## src/rtl/tbe_pkg.sv

```systemverilog
package tbe_pkg;
  localparam int FLAG_W = 8;

  localparam int BIT_START   = 7;
  localparam int BIT_STOP    = 6;
  localparam int BIT_RESTART = 5;
  localparam int BIT_ACK     = 4;
  localparam int BIT_SMATCH  = 3;
  localparam int BIT_DMATCH  = 2;
  localparam int BIT_BYTE    = 1;
  localparam int BIT_CCC     = 0;

  typedef enum logic [1:0] {
    MODE_SDR  = 2'b00,
    MODE_I2C  = 2'b01,
    MODE_HDRA = 2'b10,
    MODE_HDRB = 2'b11
  } op_mode_e;

  typedef enum logic [1:0] {
    TXN_IDLE    = 2'b00,
    TXN_PRIVATE = 2'b01,
    TXN_LEGACY  = 2'b10,
    TXN_BCAST   = 2'b11
  } txn_kind_e;
endpackage

```

## src/rtl/tbe_qualify.sv

```systemverilog
module tbe_qualify
  import tbe_pkg::*;
(
  input  logic [1:0]        op_mode,
  input  logic [1:0]        txn_kind,
  input  logic [FLAG_W-1:0] ev_pulse,
  input  logic              ccc_direct,
  input  logic              ccc_addressed,
  output logic [FLAG_W-1:0] set_vec
);
  logic bus_cond_ok;
  logic ack_ok;
  logic smatch_ok;
  logic dmatch_ok;
  logic ccc_ok;
  logic [FLAG_W-1:0] gate;

  always_comb begin
    bus_cond_ok = !op_mode[1];
    ack_ok      = (op_mode == MODE_I2C);
    smatch_ok   = (txn_kind == TXN_PRIVATE) || (txn_kind == TXN_LEGACY);
    dmatch_ok   = (txn_kind == TXN_PRIVATE);
    ccc_ok      = !ccc_direct || ccc_addressed;

    gate              = '0;
    gate[BIT_START]   = bus_cond_ok;
    gate[BIT_STOP]    = bus_cond_ok;
    gate[BIT_RESTART] = bus_cond_ok;
    gate[BIT_ACK]     = ack_ok;
    gate[BIT_SMATCH]  = smatch_ok;
    gate[BIT_DMATCH]  = dmatch_ok;
    gate[BIT_BYTE]    = 1'b1;
    gate[BIT_CCC]     = ccc_ok;

    set_vec = ev_pulse & gate;
  end
endmodule

```

## src/rtl/tbe_sticky_bank.sv

```systemverilog
module tbe_sticky_bank #(
  parameter int W = 8
) (
  input  logic         clk,
  input  logic         rst,
  input  logic [W-1:0] set_vec,
  input  logic         we,
  input  logic [W-1:0] wdata,
  output logic [W-1:0] q
);
  for (genvar i = 0; i < W; i++) begin : g_bit
    always_ff @(posedge clk) begin
      if (rst)           q[i] <= 1'b0;
      else if (we)       q[i] <= wdata[i];
      else if (set_vec[i]) q[i] <= 1'b1;
    end


    hold_chk: assert property (@(posedge clk) disable iff (rst)
      (q[i] && !we) |=> q[i]);
  end


  write_wins_chk: assert property (@(posedge clk) disable iff (rst)
    we |=> (q == $past(wdata)));
endmodule

```

## src/rtl/tbe_irq_gen.sv

```systemverilog
module tbe_irq_gen #(
  parameter int W = 8
) (
  input  logic         clk,
  input  logic         rst,
  input  logic [W-1:0] flags,
  input  logic [W-1:0] ena,
  output logic         irq
);
  always_ff @(posedge clk) begin
    if (rst) irq <= 1'b0;
    else     irq <= |(flags & ena);
  end
endmodule

```

## src/rtl/tbe_event_flags.sv

```systemverilog
module tbe_event_flags
  import tbe_pkg::*;
#(
  parameter int ADDR_W    = 2,
  parameter int FLAG_ADDR = 0,
  parameter int ENA_ADDR  = 1
) (
  input  logic              clk,
  input  logic              rst,
  input  logic [1:0]        op_mode,
  input  logic [1:0]        txn_kind,
  input  logic [7:0]        ev_pulse,
  input  logic              ccc_direct,
  input  logic              ccc_addressed,
  input  logic [ADDR_W-1:0] reg_addr,
  input  logic              reg_wr,
  input  logic [7:0]        reg_wdata,
  input  logic              reg_rd,
  output logic [7:0]        reg_rdata,
  output logic              irq
);
  localparam logic [ADDR_W-1:0] FLAG_SEL = FLAG_ADDR[ADDR_W-1:0];
  localparam logic [ADDR_W-1:0] ENA_SEL  = ENA_ADDR[ADDR_W-1:0];

  logic [FLAG_W-1:0] set_vec;
  logic [FLAG_W-1:0] flags;
  logic [FLAG_W-1:0] ena;
  logic              flag_we;
  logic              ena_we;

  assign flag_we = reg_wr && (reg_addr == FLAG_SEL);
  assign ena_we  = reg_wr && (reg_addr == ENA_SEL);

  tbe_qualify u_qual (
    .op_mode       (op_mode),
    .txn_kind      (txn_kind),
    .ev_pulse      (ev_pulse),
    .ccc_direct    (ccc_direct),
    .ccc_addressed (ccc_addressed),
    .set_vec       (set_vec)
  );

  tbe_sticky_bank #(.W(FLAG_W)) u_flags (
    .clk     (clk),
    .rst     (rst),
    .set_vec (set_vec),
    .we      (flag_we),
    .wdata   (reg_wdata),
    .q       (flags)
  );

  tbe_sticky_bank #(.W(FLAG_W)) u_ena (
    .clk     (clk),
    .rst     (rst),
    .set_vec ('0),
    .we      (ena_we),
    .wdata   (reg_wdata),
    .q       (ena)
  );

  tbe_irq_gen #(.W(FLAG_W)) u_irq (
    .clk   (clk),
    .rst   (rst),
    .flags (flags),
    .ena   (ena),
    .irq   (irq)
  );

  always_ff @(posedge clk) begin
    if (rst) begin
      reg_rdata <= '0;
    end else if (reg_rd) begin
      if (reg_addr == FLAG_SEL)     reg_rdata <= flags;
      else if (reg_addr == ENA_SEL) reg_rdata <= ena;
      else                          reg_rdata <= '0;
    end
  end


  reset_clear_chk: assert property (@(posedge clk)
    rst |=> (flags == '0 && ena == '0 && irq == 1'b0 && reg_rdata == '0));


  hdr_quiet_chk: assert property (@(posedge clk) disable iff (rst)
    (op_mode[1] && !flag_we && flags[BIT_START:BIT_RESTART] == 3'b000)
      |=> flags[BIT_START:BIT_RESTART] == 3'b000);


  ack_mode_chk: assert property (@(posedge clk) disable iff (rst)
    (op_mode != MODE_I2C && !flag_we && !flags[BIT_ACK]) |=> !flags[BIT_ACK]);


  dmatch_txn_chk: assert property (@(posedge clk) disable iff (rst)
    (txn_kind != TXN_PRIVATE && !flag_we && !flags[BIT_DMATCH]) |=> !flags[BIT_DMATCH]);


  ccc_target_chk: assert property (@(posedge clk) disable iff (rst)
    (ccc_direct && !ccc_addressed && !flag_we && !flags[BIT_CCC]) |=> !flags[BIT_CCC]);


  irq_source_chk: assert property (@(posedge clk) disable iff (rst)
    irq |-> $past(|(flags & ena)));
endmodule

```

## config.mk

```make
export PLATFORM = sky130hd
export DESIGN_NAME = tbe_event_flags
export DESIGN_NICKNAME = d
export VERILOG_FILES = /design/src/rtl/tbe_pkg.sv /design/src/rtl/tbe_qualify.sv /design/src/rtl/tbe_sticky_bank.sv /design/src/rtl/tbe_irq_gen.sv /design/src/rtl/tbe_event_flags.sv
export SDC_FILE = /design/constraint.sdc
export NUM_CORES = 1
export LEC_CHECK = 0
export BUFFER_PORTS_ARGS = -buffer_cell sky130_fd_sc_hd__buf_2
export CAP_MARGIN = 40
export CORE_AREA = 5 5 52 66
export DETAILED_ROUTE_END_ITERATION = 8
export DIE_AREA = 0 0 57 71
export PLACE_DENSITY_LB_ADDON = 0.25
export SYNTH_ARGS = -nofsm -noshare
export SYNTH_HDL_FRONTEND = slang
export SYNTH_SLANG_ARGS = --single-unit
```

## constraint.sdc

```tcl
create_clock -name clk -period 1.4 [get_ports clk]
set_input_delay 0.42 -clock clk [delete_from_list [all_inputs] [get_ports clk]]
set_output_delay 0.42 -clock clk [all_outputs]
set_load 0.05 [all_outputs]
```

# After elaboration in Yosys (flattened, before gate mapping)

Cells that the tools add are included.

Reduce and logical (&&, ||, !) cells: 16
Eq/ne operators: 4
Mux-type cells: 18
Bitwise logic cells: 2

Operator list:

| operator                                                         | count |
|---|---|
| 8-bit bitwise AND                                                | 2 |
| 1-bit two-way mux                                                | 16 |
| 8-bit two-way mux                                                | 2 |
| 2-bit nonzero test                                               | 8 |
| 8-bit OR reduction                                               | 1 |
| 2-bit by 1-bit == test with 1-bit output (second input constant) | 3 |
| 2-bit == test (second input constant)                            | 1 |
| 1-bit logical AND                                                | 2 |
| 1-bit logical NOT                                                | 2 |
| 2-bit logical NOT                                                | 1 |
| 1-bit logical OR                                                 | 2 |

Bits of input ports: 28
Logic and storage cells: 58
Register bits: 25

# Logic depth before layout (Yosys ltp)

Gate-level depths: netlist of the first run.

Depth in word-level cells: 5
Gate-level depth with buffers: 6

# Modules after synthesis

Synthesis of the first run repeated with hierarchy kept, for this count alone.

Cell total of the unflattened synthesis: 117
Area total of the unflattened synthesis: 1298.7 µm²

By module, submodules not included:

| module          | instances | cells an instance | area an instance (µm²) | seq. area each (µm²) |
|---|---|---|---|---|
| tbe_sticky_bank | 2         | 34                | 402.9                  | 160.2 |
| tbe_event_flags | 1         | 31                | 360.3                  | 160.2 |
| tbe_qualify     | 1         | 12                | 73.8                   | 0.0 |
| tbe_irq_gen     | 1         | 6                 | 58.8                   | 20.0 |

# Worst setup path after synthesis of the first run

OpenSTA, ideal clock, no wires.

Kind: input port to flip-flop
Start point: input port reg_addr[0]
End point: register u_flags.q[2]
Setup time: 136 ps
Stages on the path: 6
Data arrival time: 1315 ps
Slack: -51 ps
Cells stage by stage: buf_6 or3b_1 buf_6 buf_12 nor2_1 a211oi_2

Word-level cells in the longest chain between the ends: 3
Elaborated cells between the ends (all ways): 4
Those cells by class: mux: 1; reduce/logical: 3

RTL lines:

| element                                                        | RTL line              | RTL |
|---|---|---|
| start: declaration                                             | tbe_event_flags.sv:15 | `input logic [ADDR_W-1:0] reg_addr,` |
| 2-bit logical NOT (*)                                          | tbe_event_flags.sv:31 | `assign flag_we = reg_wr && (reg_addr == FLAG_SEL);` |
| 1-bit logical AND (*)                                          | tbe_event_flags.sv:31 |  |
| 1-bit two-way mux / 2-bit nonzero test (equally long branches) | -                     |  |
| end signal: indexed assignment                                 | tbe_sticky_bank.sv:14 | `else if (we) q[i] <= wdata[i];` |
| end: declaration                                               | tbe_sticky_bank.sv:9  | `output logic [W-1:0] q` |

Every way passes the cells marked *; elsewhere a longest branch is shown, timed or not.
A chain may end at the register's enable or synchronous reset.

# Worst setup path in the final report of the first run

Start point: register reg_rdata[0]
End point: output port reg_rdata[0]

RTL lines:

| element                  | RTL line              | RTL |
|---|---|---|
| start: declaration       | tbe_event_flags.sv:19 | `output logic [7:0] reg_rdata,` |
| start signal: assignment | tbe_event_flags.sv:73 | `if (reg_addr == FLAG_SEL) reg_rdata <= flags;` |
| start signal: assignment | tbe_event_flags.sv:74 | `else if (reg_addr == ENA_SEL) reg_rdata <= ena;` |

No word-level cell between the ends.

==> impl_metrics.ini, run 1 <==
[status]
run_status = completed

[global_route]
grt_max_degree = 26
grt_pass1_vias = 950
grt_pass1_wl_um = 4174
grt_antenna_before_repair = 0
grt-ovfl-total = 0
grt_use_total_pct = 13.09

[clock_tree]
tritoncts = done
clock_latency_ns = 0.33
post_cts_resize_count = 0
cts_buffer_depth = 2
cts.sink_count = 25
holdBufCountCts = 0
cts_made_buffers = 3
clock_tree.htree_level_count = 1
clk_pin_slew_ns = 0.15
clock-root-buffer = clkbuf_4
cts_post_setup_buffers_inserted = 0

[synth]
yosys-mux-area-fraction_pct = 14.86
synth.avg_cell_area_um2 = 9.702
adder_cell_share_of_the_synthesized_area_pct = 1.093
cells_after_synthesis = 118
yosysSeqAreaShare_pct = 43.72
synth_fp_nets = 147
synth_area_in_xor_xnor_pct = 0
synth_seq_cells = 25
syn-cell-area_um2 = 1145
cell_types_occupying_the_most_area_after_synthesis = dfxtp_1, a211oi_2, nor2_1
synth_cell_type_count = 19
post-synth-top-area-fraction_pct = 43.72
yosysWarningCount = 0
synth_compound_gate_area_share_pct = 18.80
combinational_family_with_the_most_area_after_synthesis = compound AO/OA/AOI/OAI gates
synth_simple_gate_area_share_pct = 15.08
netlist.top_cell.by_area = dfxtp_1

[detailed_routing]
post_drt_wl_per_cell_um = 12.84
drtAntennaViolNets = 0
drt_iter0_markers = 17
vias_per_cell = 4.959
drc_viols = 0
number_of_detailed_routing_iterations_run_before_antenna_repair = 4
wirelength_um = 2479
via_count = 957

[floorplanning]
rows = 22
design.core.area_um2 = 2808
die-height_um = 71
die_width_um = 57
initial_core_util_pct = 40.78
fp.dieArea_um2 = 4047
design.portCount = 37

[power]
netSwitchingPower_w = 0.0003604
netSwitchingFraction_pct = 27.20
leakagePower_nw = 0.6668
power.share.combinational_pct = 16.9
pwr-share-clk_pct = 25.1
seqPwrFrac_pct = 58.0
p_per_area_nw_per_um2 = 928.1
intPower_w = 0.0009646
max-vdd-ir-drop_mv = 0.6003

[place]
detailed_place_hpwl_um = 1966
finalWeightedCongestion = 0.7583
port-buffer-count = 36
place_worst_setup_slack_ns = -0.04613

[worst_setup_path]
crit_path_start_kind = flip-flop
cells_traversed_along_the_worst_timing_path = clkbuf_4
ff2ff_path_depth = 3
timing.critical_path.max_delay_family = flip-flops
critical-path-slowest-cell = dfxtp_1
slowest_delay_ns = 0.37
worst_ep_required_time_ns = 0.98
critical_path_cell_count = 1
critical_path_at_ns = 0.93
worstPathBufferInverterCount = 1
path_max_fanout = 2
worst_setup_path_end_kind = output pin
crit_type = reg2out

[sta]
fin_worst_skew_ns = 0.01678
timing_worst_slew_pin_value_ns = 0.2508
finalHoldWorstSlack_ns = 0.3337
finalHoldViolCount = 0
timing_max_transition_violations_final = 0
max_clock_freq_mhz = 739.9
finalWorstPathRequiredPeriod_ns = 1.352
timing.final.crit_share_pct = 96.54
fin_ws_ns = 0.04845
setup_viol = 0
worst_case_headroom_to_the_max_slew_limit_pct = 83.40
rsz0062_at_grt = false

[finish]
area_delta_synth_final_pct = 24.70
final_layout_size_suffix_gt1_share_pct = 41.40
antenna_cells_inserted = 0
num-nets-final = 187
layout_common_cells = buf_2, dfxtp_1, nor2_1
layout_commonest_cell = buf_2

[job]
cap_viol_max_count = 0

[worst_hold_path]
min-delay-path-class = in2reg
hold_depth = 3
cell families after synthesis:
| family | after synthesis |
|---|---|
| buffers and inverters | 11 |
| muxes | 16 |
| and+or+nand+nor | 37 |
| adders and majority gates | 1 |
| AOI/OAI and AO/OA | 28 |
| DFF | 25 |
per-stage QoR:
stage               cell area [µm²]  total power (W)  setup TNS (ns)  instances  util, %
global placement               1390         0.001002        -0.04798        189    49.51
CTS                            1420         0.001336               0        193    50.58
global route                   1428         0.001401               0        193    50.85
floorplan                      1150        0.0009236        -0.05198        118        -
detailed placement             1390         0.001010         -0.1746        189    49.51
finish                         1428         0.001325               0        193    50.85
cell type report:
type | count | area [µm²]
Multi-Input combinational cell | 82 | 575.6
Clock buffer | 3 | 22.52
Tap cell | 36 | 45.04
Clock inverter | 1 | 7.507
Sequential cell | 25 | 500.5
Timing Repair Buffer | 43 | 265.3
Inverter | 3 | 11.26
Fill cell | 294 | 1380
cell usage after synthesis:
cell type,instances
dfxtp_1,25
nor2_1,25
a21oi_1,14
nor2b_1,9
a211oi_2,8
mux2_2,8
mux2i_1,8
a22oi_1,4
clkbuf_1,4
inv_1,3
buf_6,2
a31oi_1,1
a41oi_1,1
buf_12,1
buf_2,1
ha_1,1
nand2b_1,1
nand3b_1,1
or3b_1,1
metal layers:
| layer | vias to the layer above | routed length, µm | GRT usage [%] |
|---|---|---|---|
| met3 | 4 | 109 | 2.007 |
| li1 | 486 | - | - |
| met4 | 0 | 27 | 5.412 |
| met2 | 27 | 1295 | 22.36 |
| met1 | 440 | 1047 | 16.16 |
| met5 | - | 0 | 0 |
registers in the layout, indices dropped and copies added (netlist names):
name,count
reg_rdata,8
u_ena.q,8
u_flags.q,8
u_irq.irq,1
path summary, 6_finish.rpt:
kind                                    from           end  slack, ns
worst min-delay path            reg_wdata[4]    u_ena.q[4]       0.33
worst max-delay path            reg_rdata[0]  reg_rdata[0]       0.05
worst max register to register  u_flags.q[7]  reg_rdata[7]       0.48
worst min register to register    u_ena.q[7]    u_ena.q[7]       0.55
power groups by stage:
stage | registers, W | clock network, W | logic, W
2_1_floorplan | 0.000800 | 0 | 0.000124
3_3_place_gp | 0.000783 | 0 | 0.000219
3_5_place_dp | 0.000785 | 0 | 0.000225
4_1_cts | 0.000769 | 0.000341 | 0.000226
5_1_grt | 0.000773 | 0.000381 | 0.000246
6_report | 0.000769 | 0.000333 | 0.000224
(Power assumes the default switching activity.)
==> run 2: changes to the inputs <==
CORE_AREA = 4 4 51 65   (was 5 5 52 66)
DIE_AREA = 0 0 55 69   (was 0 0 57 71)
==> run 2 against run 1 <==
Final cell count decreased by 0.52%. Sequential power about the same. Die area decreased by 6.2%. Design area decreased by 0.70%. Utilization increased by 2.6 points. Critical path type unchanged.
==> impl_metrics.ini, run 2 (synthesis results as in run 1) <==
[sta]
timing.final.crit_share_pct = 96.14
finalWorstPathRequiredPeriod_ns = 1.346
tns_setup_ns = 0
finalHoldViolCount = 0
worst_case_headroom_to_the_max_slew_limit_pct = 65.39
finalHoldWorstSlack_ns = 0.3499
setup_viol = 0
timing_max_transition_violations_final = 0
max_clock_freq_mhz = 742.9
fin_ws_ns = 0.05399
timing_worst_slew_pin_value_ns = 0.5192
fin_worst_skew_ns = 0.002138
rsz0062_at_grt = false

[clock_tree]
post_cts_resize_count = 0
cts.sink_count = 25
clk_pin_slew_ns = 0.14
tritoncts = done
cts_buffer_depth = 2
clock_latency_ns = 0.32
holdBufCountCts = 0
cts_made_buffers = 3
clock-root-buffer = clkbuf_4
cts_post_setup_buffers_inserted = 0
clock_tree.htree_level_count = 1

[worst_setup_path]
crit_path_start_kind = flip-flop
worstPathBufferInverterCount = 1
path_max_fanout = 2
cells_traversed_along_the_worst_timing_path = buf_2
crit-reg2reg-capture = reg_rdata[4]
crit_type = reg2out
worst_setup_path_end_kind = output pin
slowest_delay_ns = 0.35
reg2reg_from = u_ena.q[4]
critical_path_at_ns = 0.93
ff2ff_path_depth = 3
critical-path-slowest-cell = dfxtp_1
timing.critical_path.max_delay_family = flip-flops
worst_ep_required_time_ns = 0.98
r2r_setup_slack_ns = 0.45

[worst_hold_path]
hold_end = u_ena.q[5]
min-delay-path-class = in2reg
hold_depth = 3
worstHoldStart = reg_wdata[5]

[floorplanning]
design.portCount = 37
rows = 21
design.core.area_um2 = 2654
initial_core_util_pct = 43.14
die-height_um = 69
die_width_um = 55
fp.dieArea_um2 = 3795

[detailed_routing]
drt_iter0_markers = 26
via_count = 960
wl_met3_um = 144
number_of_detailed_routing_iterations_run_before_antenna_repair = 3
top_layer = met4
drtAntennaViolNets = 0
routed-wl-met2_um = 1270
drc_viols = 0
detail_route.wirelength.met1_um = 1051
post_drt_wl_per_cell_um = 12.95
vias_per_cell = 5.000
wirelength_um = 2487

[global_route]
grt_pass1_wl_um = 4077
grt_pass1_vias = 966
grt_use_total_pct = 14.03
grt_max_degree = 26
grt-ovfl-total = 0
grt_antenna_before_repair = 0

[place]
finalWeightedCongestion = 0.7495
place_worst_setup_slack_ns = -0.07207
detailed_place_hpwl_um = 1959
port-buffer-count = 36
place_inst = 188

[finish]
num-nets-final = 188
layout_commonest_cell = buf_2
multi_input_comb_area_um2 = 575.6
num-fill-cells = 276
antenna_cells_inserted = 0
seqCellArea_um2 = 500.5
layout_common_cells = buf_2, dfxtp_1, nor2_1
post-route-util_pct = 53.42
layoutNonFillerInstCount = 192
final_layout_size_suffix_gt1_share_pct = 41.77
area_delta_synth_final_pct = 23.83
largest_registers = reg_rdata x8, u_ena.q x8, u_flags.q x8

[power]
p_per_area_nw_per_um2 = 928.4
max-vdd-ir-drop_mv = 0.5318
leakagePower_nw = 0.6707

[job]
cap_viol_max_count = 0

[status]
run_status = completed
## run 2: cell types whose count changed in the layout (fill, tap and decap cells not counted), sizes merged
cell / delta
clkinv: +1
buf: +1
clkinvlp: -1
## run 2: layout make-up
type | instances | share of cell area (%)
multi-input combinational | 82 | 40.60
sequential | 25 | 35.30
timing repair buffer | 44 | 18.36
tap | 34 | 3.001
clock buffer | 3 | 1.589
inverter | 3 | 0.7944
clock inverter | 1 | 0.3530
## run 2: worst max path at each step
stage                 startpoint            to  slack, ns  cells after the start
finish              reg_rdata[7]  reg_rdata[7]       0.05                      1
global route        reg_rdata[7]  reg_rdata[7]      0.004                      1
CTS                 reg_rdata[3]  reg_rdata[3]       0.02                      1
detailed placement   reg_addr[0]  u_flags.q[0]      -0.07                      5
global placement     reg_addr[0]  u_flags.q[1]      -0.02                      5
floorplan            reg_addr[0]  u_flags.q[2]      -0.03                      6
## run 2: metal layers
metal / GRT usage [%] / vias to the layer above
li1: - / 488
met1: 16.44 / 446
met2: 23.82 / 24
met3: 2.586 / 2
met4: 5.676 / 0
met5: 0 / -
## run 2: metrics by stage
| step | power (W) | area, µm² |
|---|---|---|
| after floorplan | 0.0009236 | 1150 |
| after CTS | 0.001335 | 1410 |
| after detailed placement | 0.001006 | 1383 |
| final | 0.001316 | 1418 |
| after global placement | 0.0009986 | 1383 |
| after global routing | 0.001385 | 1418 |
## run 2: report_power, final
group | switching, W | internal, W
clock network | 0.000220 | 0.000107
logic | 0.000113 | 0.000108
registers | 0.0000229 | 0.000745
total | 0.000356 | 0.000960
==> run 3: changes to the inputs <==
ABC_AREA = 1   (was unset)
CORE_AREA = 4 4 52 66   (was 4 4 51 65)
DIE_AREA = 0 0 56 70   (was 0 0 55 69)
HOLD_SLACK_MARGIN = 0.03   (was unset)
SLEW_MARGIN = 15   (was unset)
==> run 3 against run 2 <==
Count of clock-buffer cells in the layout grew 1. Clock skew grew 0.0050 ns. Sequential cell count is the same. Sequential power grew 2%. Critical path type unchanged. Sequential share of layout area shrank 1.6 points. Highest routed layer unchanged. Combinational power grew 33%.
==> impl_metrics.ini, run 3 <==
[status]
run_status = completed

[floorplanning]
initial_core_util_pct = 42.40
die_width_um = 56
rows = 22
die-height_um = 70
design.portCount = 37
fp.dieArea_um2 = 3920
design.core.area_um2 = 2863

[synth]
synth_enable_flop_cells = 0
syn-cell-area_um2 = 1214
synth_fp_nets = 205
async_reset_ff_share_pct = 0
synth_cell_type_count = 21
post-synth-top-area-fraction_pct = 41.24
yosys_most_used_dff = dfxtp_1
cell_types_occupying_the_most_area_after_synthesis = dfxtp_1, nand2_1, nor2_1
yosysMostFrequentCell = nand2_1
cells_after_synthesis = 176
synth.avg_cell_area_um2 = 6.896
synth_seq_cells = 25
synth.cells.most_frequent = nand2_1, nor2_1, dfxtp_1
yosysWarningCount = 0
netlist.top_cell.by_area = dfxtp_1
yosysSeqAreaShare_pct = 41.24

[clock_tree]
cts_made_buffers = 3
clock_tree.htree_level_count = 1
cts.sink_count = 25
holdBufCountCts = 0
clock_latency_ns = 0.31
tritoncts = done
clk_pin_slew_ns = 0.14
clock-root-buffer = clkbuf_4
cts_buffer_depth = 2
cts_post_setup_buffers_inserted = 0

[worst_setup_path]
critical_path_at_ns = 0.91
crit_path_start_kind = flip-flop
crit_type = reg2out
worst_ep_required_time_ns = 0.98
worstPathBufferInverterCount = 1
critical-path-slowest-cell = dfxtp_1
cells_traversed_along_the_worst_timing_path = buf_2
crit-reg2reg-capture = u_flags.q[1]
path_max_fanout = 2
reg2reg_from = u_flags.q[1]
ff2ff_path_depth = 3
slowest_delay_ns = 0.35
timing.critical_path.max_delay_family = flip-flops
r2r_setup_slack_ns = 0.52
worst_setup_path_end_kind = output pin

[sta]
worst_case_headroom_to_the_max_slew_limit_pct = 79.63
max_clock_freq_mhz = 749.7
setup_viol = 0
fin_ws_ns = 0.06619
finalHoldViolCount = 0
timing_worst_slew_pin_value_ns = 0.3055
timing.final.crit_share_pct = 95.27
fin_worst_skew_ns = 0.007174
timing_max_transition_violations_final = 0
finalWorstPathRequiredPeriod_ns = 1.334

[worst_hold_path]
hold_end = u_ena.q[1]
hold_depth = 3
worstHoldStart = reg_wdata[1]
min-delay-path-class = in2reg

[global_route]
grt_pass1_vias = 1201
grt-ovfl-total = 0
grt_pass1_wl_um = 5112
grt_antenna_before_repair = 0
grt_use_total_pct = 15.97
grt_max_degree = 17

[finish]
final_layout_size_suffix_gt1_share_pct = 24.19
layout_common_cells = nand2_1, nor2_1, buf_2
largest_registers = reg_rdata x8, u_ena.q x8, u_flags.q x8
antenna_cells_inserted = 0
layout_commonest_cell = nand2_1
area_delta_synth_final_pct = 22.27
num-nets-final = 245

[detailed_routing]
post_drt_wl_per_cell_um = 12.14
number_of_detailed_routing_iterations_run_before_antenna_repair = 5
drt_iter0_markers = 29
via_count = 1241
drc_viols = 0
wirelength_um = 3047
vias_per_cell = 4.944
drtAntennaViolNets = 0

[place]
finalWeightedCongestion = 0.8232
detailed_place_hpwl_um = 2276
place_worst_setup_slack_ns = 0.1585
port-buffer-count = 36

[power]
max-vdd-ir-drop_mv = 0.4399
fin_total_pwr_w = 0.001399
p_per_area_nw_per_um2 = 942.7
leakagePower_nw = 0.7725

[job]
cap_viol_max_count = 0
run 3: final cells by class:
type | instances | area (µm²)
Fill cell | 316 | 1379
Multi-Input combinational cell | 125 | 593.1
Sequential cell | 25 | 500.5
Timing Repair Buffer | 44 | 255.2
Inverter | 17 | 63.81
Tap cell | 36 | 45.04
Clock buffer | 4 | 26.28
run 3: metrics by stage:
step | hold WS [ns] | area (µm²) | setup TNS [ns] | util [%] | std cells
3_5_place_dp | 0.4703 | 1443 | 0 | 50.39 | 247
5_1_grt | 0.3569 | 1484 | -0.005149 | 51.84 | 251
4_1_cts | 0.3642 | 1469 | 0 | 51.31 | 251
3_3_place_gp | 0.4658 | 1443 | 0 | 50.39 | 247
2_1_floorplan | 0.4546 | 1214 | 0 | - | 176
6_report | 0.3655 | 1484 | 0 | 51.84 | 251
run 3: logic make-up (layout without fill, tap and decap cells):
family,Yosys count,in the layout,synth area share [%]
DFF,25,25,41.24
adders and majority gates,1,1,1.031
buffers and inverters,26,65,9.896
AOI/OAI and AO/OA,23,23,10.52
and+or+nand+nor,101,101,37.32
run 3: report_power, final:
group / switching [W] / internal [W]
sequential: 0.0000293 / 0.000753
combinational: 0.000178 / 0.000115
clock: 0.000212 / 0.000111
run 3: how the worst max path moves through the flow:
| stage | start | end | slack, ns | cells past startpoint |
|---|---|---|---|---|
| after floorplan | reg_addr[0] | u_flags.q[0] | 0.27 | 6 |
| after global placement | reg_addr[1] | u_flags.q[7] | 0.18 | 6 |
| after detailed placement | reg_addr[1] | u_flags.q[5] | 0.16 | 6 |
| after CTS | reg_rdata[2] | reg_rdata[2] | 0.03 | 1 |
| after global routing | reg_rdata[5] | reg_rdata[5] | -0.005 | 1 |
| final | reg_rdata[5] | reg_rdata[5] | 0.07 | 1 |
run 3: metal layers:
| metal | up-vias | global-route usage [%] | wire (µm) |
|---|---|---|---|
| met3 | 4 | 2.403 | 155 |
| met4 | 0 | 6.069 | 34 |
| li1 | 641 | - | - |
| met2 | 35 | 27.18 | 1483 |
| met5 | - | 0 | 0 |
| met1 | 561 | 20.02 | 1373 |
run 3: timing repair:
item                                   in CTS  in global routing
setup endpoints to repair                   0                  6
resized for setup                           0                  6
endpoints found under the hold margin       0                  0
